==> src/rtl/slowclk_sel.sv <==
module slowclk_sel #(
  parameter int PRE = 32,
  parameter int NW = 5,
  parameter int AW = 8,
  parameter logic [15:0] KEY = 16'h16AA
) (
  input  logic          clk,
  input  logic          rst_n,
  input  logic          reg_we,
  input  logic [AW-1:0] reg_addr,
  input  logic [31:0]   reg_wdata,
  output logic [31:0]   reg_rdata,
  input  logic          xtal_pulse,
  input  logic          rc_pulse,
  input  logic          xtal_fail,
  output logic          tick,
  output logic          pin_tick
);

  localparam logic [AW-1:0] A_CTRL = AW'(8'h00);
  localparam logic [AW-1:0] A_DIV  = AW'(8'h04);
  localparam logic [AW-1:0] A_GATE = AW'(8'h60);
  localparam int PMAX = (PRE > 1) ? PRE - 1 : 0;
  localparam int PW = (PMAX > 1) ? $clog2(PMAX + 1) : 1;

  logic          sel_q, exten_q, byp_q, gate_q;
  logic [NW-1:0] n_q, act_n, div_cnt;
  logic          act_ext;
  logic [PW-1:0] pre_cnt;
  logic          key_ok, want_ext, pre_hit, div_hit, edge_ok;
  logic          unused_bits;

  assign unused_bits = ^reg_wdata;
  assign key_ok   = reg_we && reg_addr == A_CTRL && reg_wdata[31:16] == KEY;
  assign want_ext = sel_q & exten_q & ~(xtal_fail & ~byp_q);
  assign pre_hit  = rc_pulse & (pre_cnt == PW'(PMAX));
  assign div_hit  = ~act_ext & pre_hit & (div_cnt == act_n);
  assign edge_ok  = act_ext | div_hit;
  assign pin_tick = tick & gate_q;

  always_ff @(posedge clk) begin
    if (!rst_n) begin
      sel_q <= 1'b0; exten_q <= 1'b0; byp_q <= 1'b0; gate_q <= 1'b0;
      n_q <= '0;
    end else if (reg_we) begin
      if (key_ok) begin
        sel_q   <= reg_wdata[0];
        exten_q <= reg_wdata[4];
        byp_q   <= reg_wdata[15];
      end
      if (reg_addr == A_DIV)  n_q    <= reg_wdata[NW-1:0];
      if (reg_addr == A_GATE) gate_q <= reg_wdata[0];
    end
  end

  always_ff @(posedge clk) begin
    if (!rst_n) begin
      act_ext <= 1'b0;
      act_n   <= '0;
      pre_cnt <= '0;
      div_cnt <= '0;
      tick    <= 1'b0;
    end else begin
      tick <= act_ext ? xtal_pulse : div_hit;
      if (edge_ok) begin
        act_ext <= want_ext;
        act_n   <= n_q;
      end
      if (act_ext) begin
        pre_cnt <= '0;
        div_cnt <= '0;
      end else if (rc_pulse) begin
        if (pre_hit) begin
          pre_cnt <= '0;
          div_cnt <= div_hit ? '0 : div_cnt + 1'b1;
        end else begin
          pre_cnt <= pre_cnt + 1'b1;
        end
      end
    end
  end

  always_comb begin
    reg_rdata = '0;
    case (reg_addr)
      A_CTRL: begin
        reg_rdata[0]  = sel_q;
        reg_rdata[4]  = exten_q;
        reg_rdata[15] = byp_q;
      end
      A_DIV:  reg_rdata[NW-1:0] = n_q;
      A_GATE: reg_rdata[0] = gate_q;
      default: reg_rdata = '0;
    endcase
  end

  // a write without the key leaves the control bits alone
  a_r2_key_guard: assert property (@(posedge clk) disable iff (!rst_n)
    (reg_we && reg_addr == A_CTRL && reg_wdata[31:16] != KEY)
      |=> ($stable(sel_q) && $stable(exten_q) && $stable(byp_q)));

  // external pulse becomes a tick in the next cycle
  a_r4_ext_tick: assert property (@(posedge clk) disable iff (!rst_n)
    (act_ext && xtal_pulse) |=> tick);

  // the internal path never ticks without an internal pulse
  a_r5_int_quiet: assert property (@(posedge clk) disable iff (!rst_n)
    (!act_ext && !rc_pulse) |=> !tick);

  // failure without bypass leaves the external path
  a_r6_fallback: assert property (@(posedge clk) disable iff (!rst_n)
    (act_ext && xtal_fail && !byp_q) |=> !act_ext);

  // with bypass set, a failure keeps the external path
  a_r7_bypass: assert property (@(posedge clk) disable iff (!rst_n)
    (act_ext && sel_q && exten_q && byp_q) |=> act_ext);

  // no switch in the middle of an internal period
  a_r9_boundary: assert property (@(posedge clk) disable iff (!rst_n)
    (!act_ext && !div_hit) |=> ($stable(act_ext) && $stable(act_n)));

endmodule

==> config.mk <==
export PLATFORM = sky130hd
export DESIGN_NAME = slowclk_sel
export DESIGN_NICKNAME = d
export VERILOG_FILES = /design/src/rtl/slowclk_sel.sv
export SDC_FILE = /design/constraint.sdc
export NUM_CORES = 1
export LEC_CHECK = 0
export BUFFER_PORTS_ARGS = -buffer_cell sky130_fd_sc_hd__buf_2
export CORE_MARGIN = 4
export CORE_UTILIZATION = 41
export CTS_BUF_LIST = sky130_fd_sc_hd__clkbuf_4 sky130_fd_sc_hd__clkbuf_8 sky130_fd_sc_hd__clkbuf_16
export CTS_CLUSTER_SIZE = 30
export DETAILED_ROUTE_END_ITERATION = 16
export HOLD_SLACK_MARGIN = 0.05
export PLACE_DENSITY = 0.75
export SKIP_LAST_GASP = 1
export SLEW_MARGIN = 10
export SYNTH_ARGS = -nofsm -noshare
export SYNTH_HDL_FRONTEND = slang
export SYNTH_SLANG_ARGS = --single-unit
==> constraint.sdc <==
create_clock -name clk -period 1.6 [get_ports clk]
set_input_delay 0.32 -clock clk [delete_from_list [all_inputs] [get_ports clk]]
set_output_delay 0.32 -clock clk [all_outputs]
set_load 0.005 [all_outputs]
==> metrics.csv, run 1 <==
metric,value,unit
skew,0.00109,ns
synth_area_leaders,"dfxtp_1 32%, buf_4 12%, mux2i_1 6.8%",
synth_top_family_by_area,simple AND/OR/NAND/NOR gates,
synth_cell_type_count,41,
gp_congestion,0.761,
holdWs,0.278,ns
synth_xor_area_frac,0.0537,
grt_first_pass_wirelength,5680,µm
power.density,551,nW/µm²
switching_share,0.232,
final_common_cell,buf_2,
cp-start-kind,primary input,
intPower,0.891,mW
cts_tree,built,
layoutNonFillerInstCount,291,
irDropWorstVdd,0.478,mV
crit_type,in2out,
layout_common_cells,"38 x buf_2, 26 x conb_1, 24 x dfxtp_1",
final_nets,294,
p_switching,0.270,mW
place_inst,283,
r2r_slack,-0.07,ns
cts_max_level,1,
clockBufferDepth,2,
grt_start_max_net_pins,23,
cts_hold_buf,0,
worstHoldStart,reg_wdata[1],
grt_usage,0.138,
syn_to_final_growth,29.3,%
hold_viol_final,0,
yosys.area_share.simple,0.321,
end_kind,primary output,
required,1.28,ns
setup_violations,10,
rsz0062_at_grt,yes,
pre_cts_slack,-0.344,ns
yosys.area_share.adder,0.0230,
finalMaxSlewViolations,0,
rows,22,
antenna_left,0,
synth_mux_area_frac,0.0675,
seq_area_frac_synth,0.319,
core-area,3740,µm²
wl_per_cell,12.5,µm
power.total,1.16,mW
synth-compound-area-share,0.0622,
grt_pass1_vias,1306,
hold_end,n_q[1]$_SDFFE_PN0P_,
wl,3640,µm
path_clk_slew,0.08,ns
clk-insertion-delay-late,0.27,ns
n_antenna_cell,0,
cts_inserted_buffers,3,
drt-initial-drc-count,39,
ys_warn_count,0,
dp_hpwl,2590,µm
start_util,0.435,
synth-seq-cells,26,
ctsRootBufferMaster,clkbuf_8,
port-buffer-count,43,
drive_gt1_frac,0.383,
r2r_cells,9,
synth-edff-count,0,
combPwrFrac,0.120,
post-route-period-util,1.14,
synth.avg_cell_area,8.63,µm²
vias_per_cell,4.92,
antenna_found_initial,0,
worstPathArrival,1.50,ns
status,"complete, but fails checks",
synth_ff_type,dfxtp_1,
clockPowerShare,0.315,
finalCriticalPeriod,1.82,ns
stdcell_area,2110,µm²
vias,1433,
place_area,1880,µm²
route.detailed.drc,0,
synthCells,189,
cts_sinks,26,
hold_path_class,in2reg,
ioPinCount,80,
fin_tns_setup,-1.37,ns
r2r_end,act_n[2]$_SDFFE_PN0P_,
p_leak,1.05,nW
r2r-start,pre_cnt[0]$_SDFFE_PP0P_,
gr-total-overflow,0,
finalCoreUtilization,0.563,
fmax,548,MHz
dieArea,5050,µm²
syn_area,1630,µm²
yosys.area.top_type_share,0.319,
cp_max_fo,6,
dr.pass1.iters,4,
die_x,71.1,µm
cap_violations,0,
fin_ws,-0.224,ns
async_flop_share,0,
p_seq_frac,0.566,
hold_depth,3,
synth_top_cell_by_area,dfxtp_1,
fp.dieH,71.1,µm
violations,setup timing,
[registers in the layout (all words and copies together), names as in the netlist]
signal   flops
act_ext      1
act_n        5
byp_q        1
div_cnt      5
exten_q      1
gate_q       1
n_q          5
pre_cnt      5
sel_q        1
tick         1
[area by class of cell]
cell class              instances  area (µm²)
clock buffers                   3        41.3
fillers                       336        1640
inverters                       2        7.51
multi-input cells             151        1080
flip-flops and latches         26         523
well taps                      48        60.1
repair buffers                 61         397
[power by group through the flow]
stage / clock, mW / combinational, mW / sequential [mW]
global placement: 0 / 0.119 / 0.670
global route: 0.398 / 0.158 / 0.658
CTS: 0.377 / 0.128 / 0.657
detailed placement: 0 / 0.121 / 0.670
floorplan: 0 / 0.105 / 0.670
finish: 0.365 / 0.139 / 0.657
[metal layers]
metal / GRT usage / vias up / part of all wire
met2: 0.211 / 40 / 0.49
met3: 0.00994 / 5 / 0.044
li1: - / 713 / -
met1: 0.187 / 675 / 0.44
met5: 0 / - / 0
met4: 0.0856 / 0 / 0.023
[cell usage after synthesis (all sizes together) (4+ instances only)]
master  instances
buf            29
nand3           7
a32oi           5
dfxtp          26
and3b           5
nand2b          7
mux2i          11
nor2           11
xor2            9
nor3            4
nand4           8
nand2          23
and2            6
clkbuf          6
[worst max-delay path by stage]
stage | slack, ns | start | to
after detailed placement | -0.34 | reg_addr[4] | reg_rdata[0]
after global placement | -0.34 | reg_addr[4] | reg_rdata[0]
final | -0.22 | reg_addr[4] | reg_rdata[4]
after global routing | -0.29 | reg_addr[4] | reg_rdata[0]
after CTS | -0.29 | reg_addr[6] | reg_rdata[2]
after floorplan | -0.06 | reg_addr[4] | reg_rdata[0]
[critical path: stages]
cell	delay (ns)
buf_6	0.09
or4_4	0.56
nor3_4	0.24
a22o_2	0.20
buf_6	0.09
[kinds of logic after synthesis]
logic type,after synthesis
AOI/OAI and AO/OA,14
xor gates and xnor gates,10
adders and majority gates,3
buffers and inverters,37
DFF,26
muxes,11
other,1
and+or+nand+nor,87
[timing repair]
action / CTS / global route
pin swaps: 11 / 14
resized for setup: 12 / 19
endpoints found under the hold margin: 0 / 0
buffers inserted: 3 / 2
setup endpoints to repair: 10 / 19
Power figures use the tool's default switching activity.
==> run 2: changes to the inputs <==
--- a/config.mk
+++ b/config.mk
@@ -5,14 +5,13 @@
 export SDC_FILE = /design/constraint.sdc
 export NUM_CORES = 1
 export LEC_CHECK = 0
-export BUFFER_PORTS_ARGS = -buffer_cell sky130_fd_sc_hd__buf_2
 export CORE_MARGIN = 4
-export CORE_UTILIZATION = 41
+export CORE_UTILIZATION = 43
 export CTS_BUF_LIST = sky130_fd_sc_hd__clkbuf_4 sky130_fd_sc_hd__clkbuf_8 sky130_fd_sc_hd__clkbuf_16
 export CTS_CLUSTER_SIZE = 30
 export DETAILED_ROUTE_END_ITERATION = 16
+export DONT_BUFFER_PORTS = 1
 export HOLD_SLACK_MARGIN = 0.05
-export PLACE_DENSITY = 0.75
 export SKIP_LAST_GASP = 1
 export SLEW_MARGIN = 10
 export SYNTH_ARGS = -nofsm -noshare
==> metrics.csv, run 2 (same netlist as run 1, synthesis figures left out) <==
metric,value,unit,change
core-area,3660,µm²,was 3740 µm²
multi_input_area,1070,µm²,was 1080 µm²
vias,1270,,"was 1,433"
stdcell_area,1810,µm²,was 2110 µm²
antenna_found_initial,0,,unchanged
irDropWorstVdd,0.305,mV,was 0.478 mV
crit_type,in2out,,unchanged
grt_first_pass_wirelength,5530,µm,was 5680 µm
layout_common_cells,"26 x conb_1, 24 x dfxtp_1, 20 x nand2_1",,"was 38 x buf_2, 26 x conb_1, 24 x dfxtp_1"
start_util,0.445,,was 0.435
gp_congestion,0.824,,was 0.761
wl_per_cell,15.0,µm,was 12.5 µm
wl,3610,µm,was 3640 µm
gr-total-overflow,0,,unchanged
cts_sinks,26,,unchanged
dp_hpwl,2700,µm,was 2590 µm
p_seq_frac,0.513,,was 0.566
cts_hold_buf,0,,unchanged
port-buffer-count,0,,was 43
cts_inserted_buffers,3,,unchanged
ctsRootBufferMaster,clkbuf_8,,unchanged
die_x,69.6,µm,was 71.1 µm
finalCriticalPeriod,1.71,ns,was 1.82 ns
clockBufferDepth,2,,unchanged
rsz0062_at_grt,yes,,unchanged
fin_ws,-0.109,ns,was -0.224 ns
place_area,1630,µm²,was 1880 µm²
p_switching,0.270,mW,about the same
final_common_cell,conb_1,,was buf_2
cap_violations,0,,unchanged
crit_slowest_cell,or4_4,,unchanged
cpPeakStageDelay,0.56,ns,about the same
grt_usage,0.138,,about the same
dieArea,4840,µm²,was 5050 µm²
intPower,1.01,mW,was 0.891 mW
vias_per_cell,5.27,,was 4.92
ff_latch_area,523,µm²,unchanged
clk-insertion-delay-late,0.27,ns,about the same
worstPathArrival,1.39,ns,was 1.50 ns
required,1.28,ns,about the same
ioPinCount,80,,unchanged
antenna_left,0,,unchanged
end_kind,primary output,,unchanged
grt_start_max_net_pins,34,,was 23
post-route-period-util,1.07,,was 1.14
cts_tree,built,,unchanged
skew,0.00309,ns,was 0.00109 ns
n_antenna_cell,0,,unchanged
cts_max_level,1,,unchanged
syn_to_final_growth,10.9,%,was 29.3%
hold_viol_final,0,,unchanged
hold_path_class,in2reg,,unchanged
combPwrFrac,0.051,,was 0.120
switching_share,0.210,,was 0.232
r2r-start,pre_cnt[0]$_SDFFE_PP0P_,,unchanged
final_nets,243,,was 294
rows,22,,unchanged
path_clk_slew,0.10,ns,was 0.08 ns
drt-initial-drc-count,46,,was 39
fin_tns_setup,-0.607,ns,was -1.37 ns
path_cells,or4_4 -> nor3_4 -> a22o_2,,was buf_6 -> or4_4 -> nor3_4 -> a22o_2 -> buf_6
setup.worst_path.start,reg_addr[4],,unchanged
grt_pass1_vias,1253,,"was 1,306"
cp-start-kind,primary input,,unchanged
fp.dieH,69.6,µm,was 71.1 µm
cp_max_fo,6,,unchanged
power.density,710,nW/µm²,was 551 nW/µm²
violations,setup timing,,unchanged
fillCellCount,349,,was 336
finalMaxSlewViolations,0,,unchanged
dr.pass1.iters,4,,unchanged
setup_violations,12,,was 10
fmax,585,MHz,was 548 MHz
worstHoldStart,reg_wdata[3],,was reg_wdata[1]
route.detailed.drc,0,,unchanged
drive_gt1_frac,0.207,,was 0.383
clockPowerShare,0.436,,was 0.315
p_leak,0.824,nW,was 1.05 nW
status,"complete, but fails checks",,unchanged
## run 2: cell types whose count changed in the layout (fill, tap and decap cells not counted), sizes merged
| cell | delta |
|---|---|
| bufinv | +1 |
| buf | -51 |
## run 2: per-layer routing
layer	part of all wire	vias to the layer above	GRT usage
li1	-	610	-
met1	0.38	600	0.157
met2	0.52	58	0.245
met3	0.089	2	0.0362
met4	0.0067	0	0.0521
met5	0	-	0
## run 2: metrics by stage
stage / worst slack, ns / hold WS [ns] / cells / total power [mW] / utilization
3_3_place_gp: -0.155 / 0.457 / 236 / 0.727 / 0.445
5_1_grt: -0.135 / 0.177 / 241 / 1.32 / 0.494
6_report: -0.109 / 0.175 / 241 / 1.28 / 0.494
2_1_floorplan: -0.0566 / 0.443 / 214 / 0.775 / -
4_1_cts: -0.120 / 0.180 / 241 / 1.28 / 0.481
3_5_place_dp: -0.169 / 0.465 / 236 / 0.731 / 0.445
## run 2: what timing repair did
item / CTS / global route
setup buffers: 1 / 0
endpoints found under the setup margin: 18 / 18
endpoints found under the hold margin: 0 / 0
pin swaps: 13 / 8
gates resized for setup: 10 / 9
## run 2: worst paths after layout
kind | cells past startpoint | end | slack [ns]
worst max-delay path | 3 | reg_rdata[4] | -0.11
worst min register to register | 2 | sel_q$_SDFFE_PN0P_ | 0.48
worst max register to register | 8 | act_n[2]$_SDFFE_PN0P_ | -0.01
worst min-delay path | 2 | n_q[3]$_SDFFE_PN0P_ | 0.18
## run 2: critical path, delay by kind of cell
kind | cells | cell delay [ns]
AO/OA/AOI/OAI | 1 | 0.21
AND/OR/NAND/NOR | 2 | 0.86
## run 2: final cells by class
type / count / share of cell area
multi-input combinational: 151 / 0.592
sequential: 26 / 0.289
timing repair buffer: 10 / 0.0415
tap: 48 / 0.0332
clock buffer: 3 / 0.0228
clock inverter: 1 / 0.0166
inverter: 2 / 0.00415
## run 2: power groups by stage
stage / logic [mW] / registers (mW) / clock network [mW]
2_1_floorplan: 0.105 / 0.670 / 0
4_1_cts: 0.0623 / 0.658 / 0.557
3_5_place_dp: 0.0598 / 0.671 / 0
3_3_place_gp: 0.0574 / 0.670 / 0
6_report: 0.0654 / 0.658 / 0.560
5_1_grt: 0.0743 / 0.659 / 0.586
